===== src/rtl/hookring_pkg.sv =====
package hookring_pkg;

    localparam int unsigned ADDR_W = 4;
    localparam int unsigned DATA_W = 8;

    localparam logic [ADDR_W-1:0] ADDR_HOOK = 4'd5;
    localparam logic [ADDR_W-1:0] ADDR_LINK = 4'd6;

    localparam int unsigned BIT_SWHOOK = 0;
    localparam int unsigned BIT_PINEN  = 1;
    localparam int unsigned BIT_RING   = 2;
    localparam int unsigned BIT_READY  = 3;
    localparam int unsigned BIT_HOOK   = 4;
    localparam int unsigned BIT_PDOWN  = 0;
    localparam int unsigned BIT_LINKON = 1;

    typedef struct packed {
        logic sw_hook;
        logic pin_en;
        logic pdown;
    } ctrl_t;

    typedef struct packed {
        logic hook;
        logic ready;
        logic ring;
        logic link;
    } stat_t;

    function automatic logic hook_request(input logic sw, input logic pin_en,
                                          input logic pin_n);
        return sw | (pin_en & ~pin_n);
    endfunction

    function automatic logic [DATA_W-1:0] pack_hook_reg(input ctrl_t c, input stat_t s);
        logic [DATA_W-1:0] v;
        v = '0;
        v[BIT_SWHOOK] = c.sw_hook;
        v[BIT_PINEN]  = c.pin_en;
        v[BIT_RING]   = s.ring;
        v[BIT_READY]  = s.ready;
        v[BIT_HOOK]   = s.hook;
        return v;
    endfunction

    function automatic logic [DATA_W-1:0] pack_link_reg(input ctrl_t c, input stat_t s);
        logic [DATA_W-1:0] v;
        v = '0;
        v[BIT_PDOWN]  = c.pdown;
        v[BIT_LINKON] = s.link;
        return v;
    endfunction

endpackage


===== src/rtl/hookring_regs.sv =====
module hookring_regs
    import hookring_pkg::*;
(
    input  logic              clk,
    input  logic              rst,
    input  logic              wr_en,
    input  logic [ADDR_W-1:0] addr,
    input  logic [DATA_W-1:0] wr_data,
    output ctrl_t             ctrl
);

    ctrl_t ctrl_q;

    always_ff @(posedge clk) begin
        if (rst) begin
            ctrl_q.sw_hook <= 1'b0;
            ctrl_q.pin_en  <= 1'b0;
            ctrl_q.pdown   <= 1'b1;
        end else if (wr_en) begin
            if (addr == ADDR_HOOK) begin
                ctrl_q.sw_hook <= wr_data[BIT_SWHOOK];
                ctrl_q.pin_en  <= wr_data[BIT_PINEN];
            end
            if (addr == ADDR_LINK) begin
                ctrl_q.pdown <= wr_data[BIT_PDOWN];
            end
        end
    end

    assign ctrl = ctrl_q;

    AST_PDOWN_WRITE: assert property (@(posedge clk) disable iff (rst)
        (wr_en && addr == ADDR_LINK && wr_data[BIT_PDOWN]) |=> ctrl_q.pdown);

endmodule


===== src/rtl/hookring_settle.sv =====
module hookring_settle #(
    parameter int unsigned SETTLE_SAMPLES = 4620
) (
    input  logic clk,
    input  logic rst,
    input  logic hook_in,
    input  logic fs_strobe,
    output logic ready
);

    localparam int unsigned CNT_W = $clog2(SETTLE_SAMPLES + 1);
    localparam logic [CNT_W-1:0] CNT_LAST = CNT_W'(SETTLE_SAMPLES);

    logic [CNT_W-1:0] cnt_q;
    logic             done;

    assign done = (cnt_q == CNT_LAST);

    always_ff @(posedge clk) begin
        if (rst || !hook_in) begin
            cnt_q <= '0;
        end else if (fs_strobe && !done) begin
            cnt_q <= cnt_q + 1'b1;
        end
    end

    assign ready = hook_in & done;

    AST_CNT_BOUND: assert property (@(posedge clk) disable iff (rst)
        cnt_q <= CNT_LAST);
    AST_READY_AFTER_STROBE: assert property (@(posedge clk) disable iff (rst)
        $rose(ready) |-> $past(fs_strobe));
    AST_DROP_RESTARTS: assert property (@(posedge clk) disable iff (rst)
        !hook_in |=> (cnt_q == '0));

endmodule


===== src/rtl/hookring_ring.sv =====
module hookring_ring #(
    parameter int unsigned TICK_DIV   = 50_000_000,
    parameter int unsigned RING_TICKS = 12
) (
    input  logic clk,
    input  logic rst,
    input  logic hook_in,
    input  logic ring_pulse,
    output logic flag
);

    localparam int unsigned PRE_W  = $clog2(TICK_DIV + 1);
    localparam int unsigned TICK_W = $clog2(RING_TICKS + 1);
    localparam logic [PRE_W-1:0]  PRE_LAST  = PRE_W'(TICK_DIV - 1);
    localparam logic [TICK_W-1:0] TICK_LAST = TICK_W'(RING_TICKS - 1);

    logic [PRE_W-1:0]  pre_q;
    logic [TICK_W-1:0] ticks_q;
    logic              flag_q;
    logic              tick;

    assign tick = (pre_q == PRE_LAST);

    always_ff @(posedge clk) begin
        if (rst || hook_in) begin
            flag_q  <= 1'b0;
            pre_q   <= '0;
            ticks_q <= '0;
        end else if (ring_pulse) begin
            flag_q  <= 1'b1;
            pre_q   <= '0;
            ticks_q <= '0;
        end else if (flag_q) begin
            pre_q <= tick ? '0 : pre_q + 1'b1;
            if (tick) begin
                if (ticks_q == TICK_LAST) begin
                    flag_q  <= 1'b0;
                    ticks_q <= '0;
                end else begin
                    ticks_q <= ticks_q + 1'b1;
                end
            end
        end
    end

    assign flag = flag_q;

    AST_RING_SETS: assert property (@(posedge clk) disable iff (rst)
        (ring_pulse && !hook_in) |=> flag_q);
    AST_HOOK_CLEARS: assert property (@(posedge clk) disable iff (rst)
        hook_in |=> !flag_q);
    AST_TICK_BOUND: assert property (@(posedge clk) disable iff (rst)
        ticks_q <= TICK_LAST);

endmodule


===== src/rtl/hookring_ctrl.sv =====
module hookring_ctrl
    import hookring_pkg::*;
#(
    parameter int unsigned SETTLE_SAMPLES = 4620,
    parameter int unsigned TICK_DIV       = 50_000_000,
    parameter int unsigned RING_TICKS     = 12
) (
    input  logic        clk,
    input  logic        rst,
    input  logic        wr_en,
    input  logic [3:0]  addr,
    input  logic [7:0]  wr_data,
    output logic [7:0]  rd_data,
    input  logic        hook_pin_n,
    input  logic        fs_strobe,
    input  logic        ring_pulse,
    input  logic        rate_valid,
    output logic        hook_active,
    output logic        line_ready,
    output logic        ring_flag,
    output logic        link_en
);

    ctrl_t ctrl;
    stat_t stat;

    hookring_regs u_regs (
        .clk     (clk),
        .rst     (rst),
        .wr_en   (wr_en),
        .addr    (addr),
        .wr_data (wr_data),
        .ctrl    (ctrl)
    );

    assign stat.hook = hook_request(ctrl.sw_hook, ctrl.pin_en, hook_pin_n);
    assign stat.link = ~ctrl.pdown & rate_valid;

    hookring_settle #(
        .SETTLE_SAMPLES (SETTLE_SAMPLES)
    ) u_settle (
        .clk       (clk),
        .rst       (rst),
        .hook_in   (stat.hook),
        .fs_strobe (fs_strobe),
        .ready     (stat.ready)
    );

    hookring_ring #(
        .TICK_DIV   (TICK_DIV),
        .RING_TICKS (RING_TICKS)
    ) u_ring (
        .clk        (clk),
        .rst        (rst),
        .hook_in    (stat.hook),
        .ring_pulse (ring_pulse),
        .flag       (stat.ring)
    );

    always_comb begin
        case (addr)
            ADDR_HOOK: rd_data = pack_hook_reg(ctrl, stat);
            ADDR_LINK: rd_data = pack_link_reg(ctrl, stat);
            default:   rd_data = '0;
        endcase
    end

    assign hook_active = stat.hook;
    assign line_ready  = stat.ready;
    assign ring_flag   = stat.ring;
    assign link_en     = stat.link;

    AST_RDT_READONLY: assert property (@(posedge clk) disable iff (rst)
        (wr_en && addr == ADDR_HOOK && !ring_pulse && !ring_flag) |=> !ring_flag);
    AST_LINK_OFF_ON_PDOWN: assert property (@(posedge clk) disable iff (rst)
        (wr_en && addr == ADDR_LINK && wr_data[BIT_PDOWN]) |=> !link_en);
    AST_LINK_NEEDS_RATE: assert property (@(posedge clk) disable iff (rst)
        link_en |-> rate_valid);

endmodule


===== config.mk =====
export PLATFORM = sky130hd
export DESIGN_NAME = hookring_ctrl
export DESIGN_NICKNAME = d
export VERILOG_FILES = /design/src/rtl/hookring_pkg.sv /design/src/rtl/hookring_regs.sv /design/src/rtl/hookring_settle.sv /design/src/rtl/hookring_ring.sv /design/src/rtl/hookring_ctrl.sv
export SDC_FILE = /design/constraint.sdc
export NUM_CORES = 1
export LEC_CHECK = 0
export BUFFER_PORTS_ARGS = -buffer_cell sky130_fd_sc_hd__buf_2
export CAP_MARGIN = 0
export CORE_ASPECT_RATIO = 0.75
export CORE_MARGIN = 5
export CORE_UTILIZATION = 60
export CTS_CLUSTER_SIZE = 25
export DETAILED_ROUTE_END_ITERATION = 7
export PLACE_DENSITY = 0.82
export SYNTH_ARGS = -nofsm -noshare
export SYNTH_HDL_FRONTEND = slang
export SYNTH_SLANG_ARGS = --single-unit

===== constraint.sdc =====
create_clock -name clk -period 3 [get_ports clk]
set_input_delay 0.3 -clock clk [delete_from_list [all_inputs] [get_ports clk]]
set_output_delay 0.3 -clock clk [all_outputs]
set_load 0.01 [all_outputs]

-- Yosys cells after proc, flatten, opt, wreduce, memory -nomap -nowiden
Index checks and enable logic that the tools add are counted.
- input bits: 19
- register bits after elaboration: 47
- equality and inequality tests: 5
- bitwise gates (word level): 6
- add/subtract/negate cells: 3
- reduce and logical (&&, ||, !) cells: 9
- muxes and demuxes: 7
- operators with widths (cell ; number):
    adder 26 x 1 -> 26 bit (second input constant) ; 1
    equality test 26 bit (second input constant) ; 1
    two-way mux 26 bit ; 1
    adder 13 x 1 -> 13 bit (second input constant) ; 1
    equality test 13 bit (second input constant) ; 1
    one-hot mux 5 bit (2 select lines) ; 1
    equality test 4 x 3 -> 1 bit (second input constant) ; 2
    AND reduction 2 bit ; 3
    adder 4 x 1 -> 4 bit (second input constant) ; 1
    equality test 4 bit (second input constant) ; 1
    two-way mux 1 bit ; 4
    two-way mux 4 bit ; 1
    bitwise AND 1 bit ; 3
    logical NOT 1 bit ; 2
    logical OR 1 bit ; 2
    inverter 1 bit ; 2
    OR reduction 2 bit ; 1
    logical AND 1 bit ; 1
    OR 1 bit ; 1

-- Depth between registers and ports, before layout
Gate-level depths: netlist of the first run.
- depth in word-level cells: 5
- mapped depth: 6
- depth with buffers taken out: 6

-- Modules after synthesis
Synthesis of the first run repeated with hierarchy kept, for this count alone.
- cells, all modules: 290
- area total of the unflattened synthesis: 2590.0 um2
- by module, submodules not included (module ; area each (um2) ; sequential area each (um2) ; instances ; cells each):
    hookring_ring ; 1630.3 ; 620.6 ; 1 ; 183
    hookring_settle ; 658.1 ; 260.2 ; 1 ; 74
    hookring_regs ; 173.9 ; 60.1 ; 1 ; 15
    hookring_ctrl ; 127.6 ; 0.0 ; 1 ; 18

-- Worst setup path after synthesis of the first run
No wires, ideal clock.
- path kind: flip-flop to flip-flop
- start: register u_ring.pre_q[0]
- end: register u_ring.pre_q[24]
- buffers on the path: 1
- clock period less this slack: 1.938 ns
- path slack: 1.062 ns
- library setup time: 0.070 ns
- stages on the path, launching flop included: 7
- required time: 2.930 ns
- arrival: 1.867 ns
- path through: dfxtp_1 -> ha_1 -> nand4_1 -> or4_1 -> buf_2 -> or4_1 -> a21oi_1
- word-level cells in the longest chain between the ends: 2
- elaborated cells between the ends (all ways): 3
- classes of those cells: add/sub (1); eq/ne (1); mux (1)
- ends and longest elaborated chain (item ; line ; RTL):
    start: declaration ; hookring_ring.sv:17 ; logic [PRE_W-1:0] pre_q;
    start signal: assignment ; hookring_ring.sv:34 ; pre_q <= tick ? '0 : pre_q + 1'b1;
    adder 26 x 1 -> 26 bit or equality test 26 bit (tied branches) ; hookring_ring.sv:34, hookring_ring.sv:22 ;
    two-way mux 26 bit * ; hookring_ring.sv:34 ;
Every way passes the cells marked *; elsewhere a longest branch is shown, timed or not.
A chain may end at the register's enable or synchronous reset.

-- Final worst setup path of the first run
Same ends and word-level chain as after synthesis.

==> results of run 1 <==
[cells in the mapped netlist (all sizes together)]
library cell  count
or3              14
nor2             21
nor3              5
inv              14
nor4              7
nor2b             5
xnor2            13
o31ai             9
nand2b            3
nand4b            1
and4              2
nand4            13
a22o              2
clkbuf            5
a311o             1
or4              13
a21oi            26
and3b             2
conb              1
xor2              6
dfxtp            47
o41ai             1
nor4bb            3
or4bb             1
o211ai            1
a2111o            1
a21boi            1
ha                4
and3              1
a211oi            1
or2               4
and4b             1
o21ai            14
and2              2
nand3            17
nand2            15
buf               6
o311ai            1
a21o              2
[where the power goes]
part           switching (mW)  internal (mW)  leakage (nW)
registers             0.00609          0.626         0.379
logic                  0.0223         0.0152         0.372
clock network           0.227          0.167        0.0443
[through the flow]
step / worst slack [ps] / area, um^2
2_1_floorplan: 1060 / 2400
3_3_place_gp: 883 / 2520
3_5_place_dp: 798 / 2520
4_1_cts: 766 / 2620
5_1_grt: 606 / 2620
6_report: 767 / 2620
[layer usage]
layer / GRT usage (%) / wire length (um) / up-vias
met5: 0 / 0 / -
met4: 3.67 / 36 / 0
met3: 5.06 / 265 / 5
met2: 28.0 / 2060 / 65
met1: 28.1 / 2590 / 985
li1: - / - / 1091
[state kept, by name, summed over array words and instances (netlist names)]
signal	flops
u_ring.flag	1
u_regs.ctrl	3
u_ring.pre_q	26
u_ring.ticks_q	4
u_settle.cnt_q	13
[final cells by class]
cell class / instances / area [um^2] / area share (%)
Multi-Input combinational cell: 216 / 1350 / 51.6
Clock inverter: 3 / 25.0 / 0.957
Clock buffer: 5 / 68.8 / 2.63
Tap cell: 52 / 65.1 / 2.49
Timing Repair Buffer: 22 / 113 / 4.31
Sequential cell: 47 / 941 / 36.0
Inverter: 14 / 52.6 / 2.01
[worst max-delay path, delay by kind of cell, from the launching register on]
family / cells / cell delay [ps]
and+or+nand+nor: 3 / 1240
adders and majority gates: 1 / 310
AOI/OAI and AO/OA: 1 / 160
DFF: 1 / 460
[cell families after synthesis]
group                    Yosys count
adder cells (fa/ha/maj)            4
AND/OR/NAND/NOR                  130
buffers and inverters             25
XOR/XNOR                          19
flip-flops                        47
AO/OA/AOI/OAI                     60
other                              1
[final timing paths]
| kind | depth (start not counted) | to |
|---|---|---|
| worst min register to register | 2 | u_settle.cnt_q[12] |
| worst max-delay path | 5 | u_ring.pre_q[24] |
| worst min-delay path | 2 | u_regs.ctrl[2] |
| worst max register to register | 5 | u_ring.pre_q[24] |
==> results by group, run 1 <==
Timing
  – Worst-margin pin slew: 724 ps
  – Number of hold-slack violations in the final timing report: 0
  – Max-slew headroom at the worst pin: 51.8%
  – Maximum clock rate: 0.448 GHz
  – Final setup violation count: 0
  – Setup TNS after final layout: 0 ps
  – Min cycle time layout: 2230 ps
  – Ratio of final minimum period to clock period: 74.4%
  – Hold slack: 235 ps
  – Setup repair after global routing missed its margin: false
  – Final Max Tran Viols: 0
  – Clock skew after layout: 6.14 ps

Clock tree
  – CTS max path bufs: 2
  – Htree depth: 2
  – Clock root buffer: sky130_fd_sc_hd__clkbuf_8
  – Clock-pin transition on the worst setup and hold timing paths: 90 ps
  – Hold buffer count at cts: 0
  – Worst-skew pair later-pin latency: 300 ps
  – Number of gates given a new drive strength after cts: 0
  – Number of CTS-inserted buffers: 5
  – Setup bufs post-CTS: 0
  – Clock tree sinks: 47
  – TritonCTS clock tree: yes

Setup path
  – Critical path peak fanout: 11
  – Crit path DAT: 2460 ps
  – Library cell appearing most often on the critical path: sky130_fd_sc_hd__or4_1
  – Critical-path cell with the highest stage delay: sky130_fd_sc_hd__or4_1
  – Start-to-end type of the worst setup path: flop to flop
  – CP Cell Sequence: ha_1 > nand4_1 > or4_1 > or4_1 > a21oi_1
  – CP Launch Type: flop
  – Worst r2r src: u_ring.pre_q[0]
  – Worst path required time: 3230 ps
  – Source of the critical timing path: u_ring.pre_q[0]
  – Largest stage delay on the critical path: 610 ps
  – Worst-case register-to-register setup slack: 770 ps
  – Worst setup EP type: flop

Global routing
  – Grt ovf: 0
  – Wire length of the first global-routing pass: 8.65 mm
  – Initial antenna violation count: 0
  – Overall fraction of global-route tracks in use: 19.0%
  – Pin count of the biggest net entering global routing: 23
  – Vias in the first global route: 1890

Floorplanning
  – Starting density of the core: 63.8%
  – Rows: 19
  – Die Outline Area: 0.00537 mm^2
  – Num ports: 31
  – Die height: 64.7 um
  – Placeable Area: 0.00376 mm^2
  – Width of the chip: 83.0 um

Synth
  – Seq/Total Area, Yosys: 39.2%
  – Share of cell area taken by muxes after synthesis: 0%
  – Syn_area_per_cell: 8.38 um^2
  – Proportion of netlist area held by the largest area contributor: 39.2%
  – Main combinational cell family by area after synthesis: simple AND/OR/NAND/NOR gates
  – Post-synthesis adder-cell area fraction: 2.09%
  – Synth warnings: 0
  – Netlist cell types: 46
  – Library cell with the largest summed area after synthesis: sky130_fd_sc_hd__dfxtp_1
  – Simple-gate portion of the synthesized area: 31.7%
  – Number of cells produced by synthesis: 286
  – Leading post-synthesis cells by cell area: sky130_fd_sc_hd__dfxtp_1, sky130_fd_sc_hd__a21oi_1, sky130_fd_sc_hd__xnor2_1
  – Cell Area, Synth: 0.00240 mm^2
  – Fraction of the mapped netlist area in compound gates: 15.1%
  – Register bit count reported by yosys: 47
  – Fraction of synthesized cell area in xor and xnor cells: 6.94%

Worst hold path
  – Critical hold path startpoint: rst
  – Path category of the worst min-delay check: primary input to flop

Pwr
  – Maximum resistive drop on vdd: 0.000376 V
  – Post-route total power: 1.06 mW
  – Power density of the placed cells: 406 mW/mm^2
  – Static leakage: 0.795 nW

Placement
  – Instance count after placement with tap cells included: 351
  – Number of port buffers: 21
  – Final GP Congestion: 0.875
  – DP Wirelength: 3.49 mm

Layout
  – Filler cell count in the final layout: 334
  – Filler-free cell count of the finished design: 359
  – Commonest cells after routing, fill and taps aside: sky130_fd_sc_hd__dfxtp_1, sky130_fd_sc_hd__a21oi_1, sky130_fd_sc_hd__nor2_1, sky130_fd_sc_hd__buf_2, sky130_fd_sc_hd__nand3_1
  – Diode count: 0
  – Layout area overhead: 9.08%
  – Number of nets in the finished design: 329
  – Share of cells above drive strength 1: 12.4%
  – Most common cell after layout, fill and taps aside: sky130_fd_sc_hd__dfxtp_1
  – Final core utilization: 69.6%

Job
  – Max-cap viol count: 0

Routing
  – Mean routed wirelength per cell: 13.8 um
  – Total wire length: 4.95 mm
  – Vias/cell: 5.98
  – DRC violation count after routing: 0
  – Detailed-routing iteration count for the pre-antenna-repair pass: 5
  – Count of nets left with antenna violations after detail routing: 0
  – First-iteration detailed-routing DRC count: 152
  – Via total after detailed routing: 2146

Status
  – Result of the run: complete, no violations
No activity file was read; power rests on OpenSTA's default activity.
==> inputs of run 2 (changes only) <==
- CORE_UTILIZATION: 60 -> 57
- PLACE_DENSITY: 0.82 -> 0.79
- clock period: 3 -> 2.15 ns (I/O delays scaled with it)
==> run 2 against run 1 <==
Effect of this change: first-iteration DRC count increased by 24%; clock-buffer cell count increased by 2; sequential power increased by 39%; highest routed layer unchanged.
==> results by group, run 2 (synthesis gave the netlist of run 1 again) <==
Status
  – Result of the run: complete, no violations (unchanged)

Clock tree
  – TritonCTS clock tree: yes (unchanged)
  – Clock root buffer: sky130_fd_sc_hd__clkbuf_8 (unchanged)
  – Clock-pin transition on the worst setup and hold timing paths: 80 ps (was 90 ps)
  – Htree depth: 2 (unchanged)
  – Setup bufs post-CTS: 0 (unchanged)
  – Clock tree sinks: 47 (unchanged)
  – Number of CTS-inserted buffers: 5 (unchanged)
  – CTS max path bufs: 2 (unchanged)
  – Worst-skew pair later-pin latency: 300 ps (about the same)

Layout
  – Most flop-heavy register: u_ring.pre_q (unchanged)
  – Share of cells above drive strength 1: 17.9% (was 12.4%)
  – Flip-flop and latch area: 947 um^2 (was 941 um^2)
  – Multi-input logic area: 0.00137 mm^2 (was 0.00135 mm^2)
  – Flip-flop count of the largest register, all copies and words added: 26 (unchanged)
  – Most common cell after layout, fill and taps aside: sky130_fd_sc_hd__dfxtp_1 (unchanged)
  – Final core utilization: 67.3% (was 69.6%)
  – Diode count: 0 (unchanged)
  – Largest registers: u_ring.pre_q x26, u_settle.cnt_q x13, u_ring.ticks_q x4 (unchanged)
  – Commonest cells after routing, fill and taps aside: sky130_fd_sc_hd__dfxtp_1, sky130_fd_sc_hd__a21oi_1, sky130_fd_sc_hd__nor2_1, sky130_fd_sc_hd__buf_2, sky130_fd_sc_hd__nand3_1 (unchanged)
  – Filler cell count in the final layout: 339 (was 334)
  – Number of nets in the finished design: 341 (was 329)
  – Layout area overhead: 13.9% (was 9.08%)

Routing
  – Total wire length: 4.94 mm (was 4.95 mm)
  – DRC violation count after routing: 0 (unchanged)
  – First-iteration detailed-routing DRC count: 188 (was 152)
  – Detailed-routing iteration count for the pre-antenna-repair pass: 7 (was 5)
  – Mean routed wirelength per cell: 13.2 um (was 13.8 um)
  – Count of nets left with antenna violations after detail routing: 0 (unchanged)
  – Via total after detailed routing: 2166 (was 2146)
  – Vias/cell: 5.79 (was 5.98)

Timing
  – Clock skew after layout: 6.32 ps (was 6.14 ps)
  – Worst-margin pin slew: 598 ps (was 724 ps)
  – Min cycle time layout: 2070 ps
  – Maximum clock rate: 0.484 GHz
  – Ratio of final minimum period to clock period: 96.1%
  – Final Max Tran Viols: 0 (unchanged)
  – Setup TNS after final layout: 0 ps (unchanged)
  – Max-slew headroom at the worst pin: 59.6% (was 51.8%)
  – Hold slack: 139 ps (was 235 ps)
  – Final setup violation count: 0 (unchanged)
  – Number of hold-slack violations in the final timing report: 0 (unchanged)

Setup path
  – Critical path peak fanout: 3 (was 11)
  – Worst r2r path cells: 5 (unchanged)
  – Crit path DAT: 1850 ps (was 2460 ps)
  – CP Cell Sequence: or4_4 > or3_4 > nor2b_1 > buf_2 (was ha_1 > nand4_1 > or4_1 > or4_1 > a21oi_1)
  – Critical path depth in cells: 4 (was 5)
  – Start-to-end type of the worst setup path: flop to primary output (was flop to flop)
  – Worst setup EP type: primary output (was flop)
  – Number of buffers and inverters on the critical path: 1 (was 0)
  – Largest stage delay on the critical path: 540 ps (was 610 ps)
  – Critical-path cell with the highest stage delay: sky130_fd_sc_hd__or4_4 (was sky130_fd_sc_hd__or4_1)
  – Worst path required time: 1930 ps (was 3230 ps)
  – Crit path max-delay family: simple AND/OR/NAND/NOR gates (unchanged)
  – CP Launch Type: flop (unchanged)

Global routing
  – Wire length of the first global-routing pass: 8.49 mm (was 8.65 mm)
  – Grt ovf: 0 (unchanged)
  – Initial antenna violation count: 0 (unchanged)
  – Pin count of the biggest net entering global routing: 21 (was 23)
  – Busiest layer in global routing: met2 (was met1)
  – GR met3 Demand/Resource: 4.48% (was 5.06%)
  – Vias in the first global route: 1892 (was 1890)
  – Met1 Resource Use GR: 25.7% (was 28.1%)
  – Met2 Use GR: 28.4% (was 28.0%)
  – Overall fraction of global-route tracks in use: 18.7% (was 19.0%)

Pwr
  – Post-route total power: 1.45 mW (was 1.06 mW)
  – Maximum resistive drop on vdd: 0.000375 V (was 0.000376 V)
  – Static leakage: 0.861 nW (was 0.795 nW)
  – Power density of the placed cells: 532 mW/mm^2 (was 406 mW/mm^2)

Floorplanning
  – Starting density of the core: 59.1% (was 63.8%)
  – Die height: 66.2 um (was 64.7 um)
  – Die Outline Area: 0.00562 mm^2 (was 0.00537 mm^2)
  – Num ports: 31 (unchanged)
  – Width of the chip: 84.9 um (was 83.0 um)
  – Placeable Area: 0.00405 mm^2 (was 0.00376 mm^2)
  – Rows: 20 (was 19)

Worst hold path
  – Path category of the worst min-delay check: primary input to flop (unchanged)
  – Cells on Worst Hold Path: 2 (unchanged)

Placement
  – DP Wirelength: 3.56 mm (was 3.49 mm)
  – Final GP Congestion: 0.860 (was 0.875)
  – Number of port buffers: 21 (unchanged)

Job
  – Max-cap viol count: 0 (unchanged)
==> run 2: changes by cell type in the layout (fill, tap and decap cells not counted), moves of 2 or more <==
cell | before | now
sky130_fd_sc_hd__dfxtp_1 | 47 | 42
sky130_fd_sc_hd__clkinv_4 | 2 | 0
sky130_fd_sc_hd__dfxtp_2 | 0 | 5
sky130_fd_sc_hd__buf_4 | 1 | 12
sky130_fd_sc_hd__clkbuf_1 | 0 | 2
==> run 2: timing repair <==
item,in CTS,in global routing
endpoints found under the setup margin,0,2
gates resized for setup,0,9
hold buffers,0,0
==> run 2: worst paths after layout <==
| path | from | to | slack (ps) |
|---|---|---|---|
| worst max-delay path | u_settle.cnt_q[6] | rd_data[3] | 80 |
| worst min-delay path | rst | u_regs.ctrl[2] | 140 |
| worst max register to register | u_ring.pre_q[0] | u_ring.pre_q[24] | 110 |
| worst min register to register | u_ring.pre_q[23] | u_ring.pre_q[23] | 490 |
==> run 2: routing by layer <==
layer  vias up  part of all wire (%)
met3         4                   4.8
met4         0                  0.77
met2        53                    44
li1       1111                     -
met5         -                     0
met1       998                    51
==> run 2: where the power goes <==
part	leakage [nW]	internal (mW)	switching, mW
combinational	0.437	0.0280	0.0357
clock	0.0422	0.229	0.282
sequential	0.382	0.873	0.00437
==> run 2: cell type report <==
cell class                 count  share of cell area [%]
clock buffer                   7                    2.80
clock inverter                 1                   0.183
inverter                      14                    1.92
multi-input combinational    216                    50.0
sequential                    47                    34.7
tap                           55                    2.52
timing repair buffer          34                    7.88
==> run 2: through the flow <==
stage	setup WS (ps)	cell area (um^2)	instances
after detailed placement	175	2630	366
final	82.8	2730	374
after global routing	-1.30	2730	374
after global placement	229	2630	366
after CTS	15.2	2710	374
after floorplan	212	2400	288
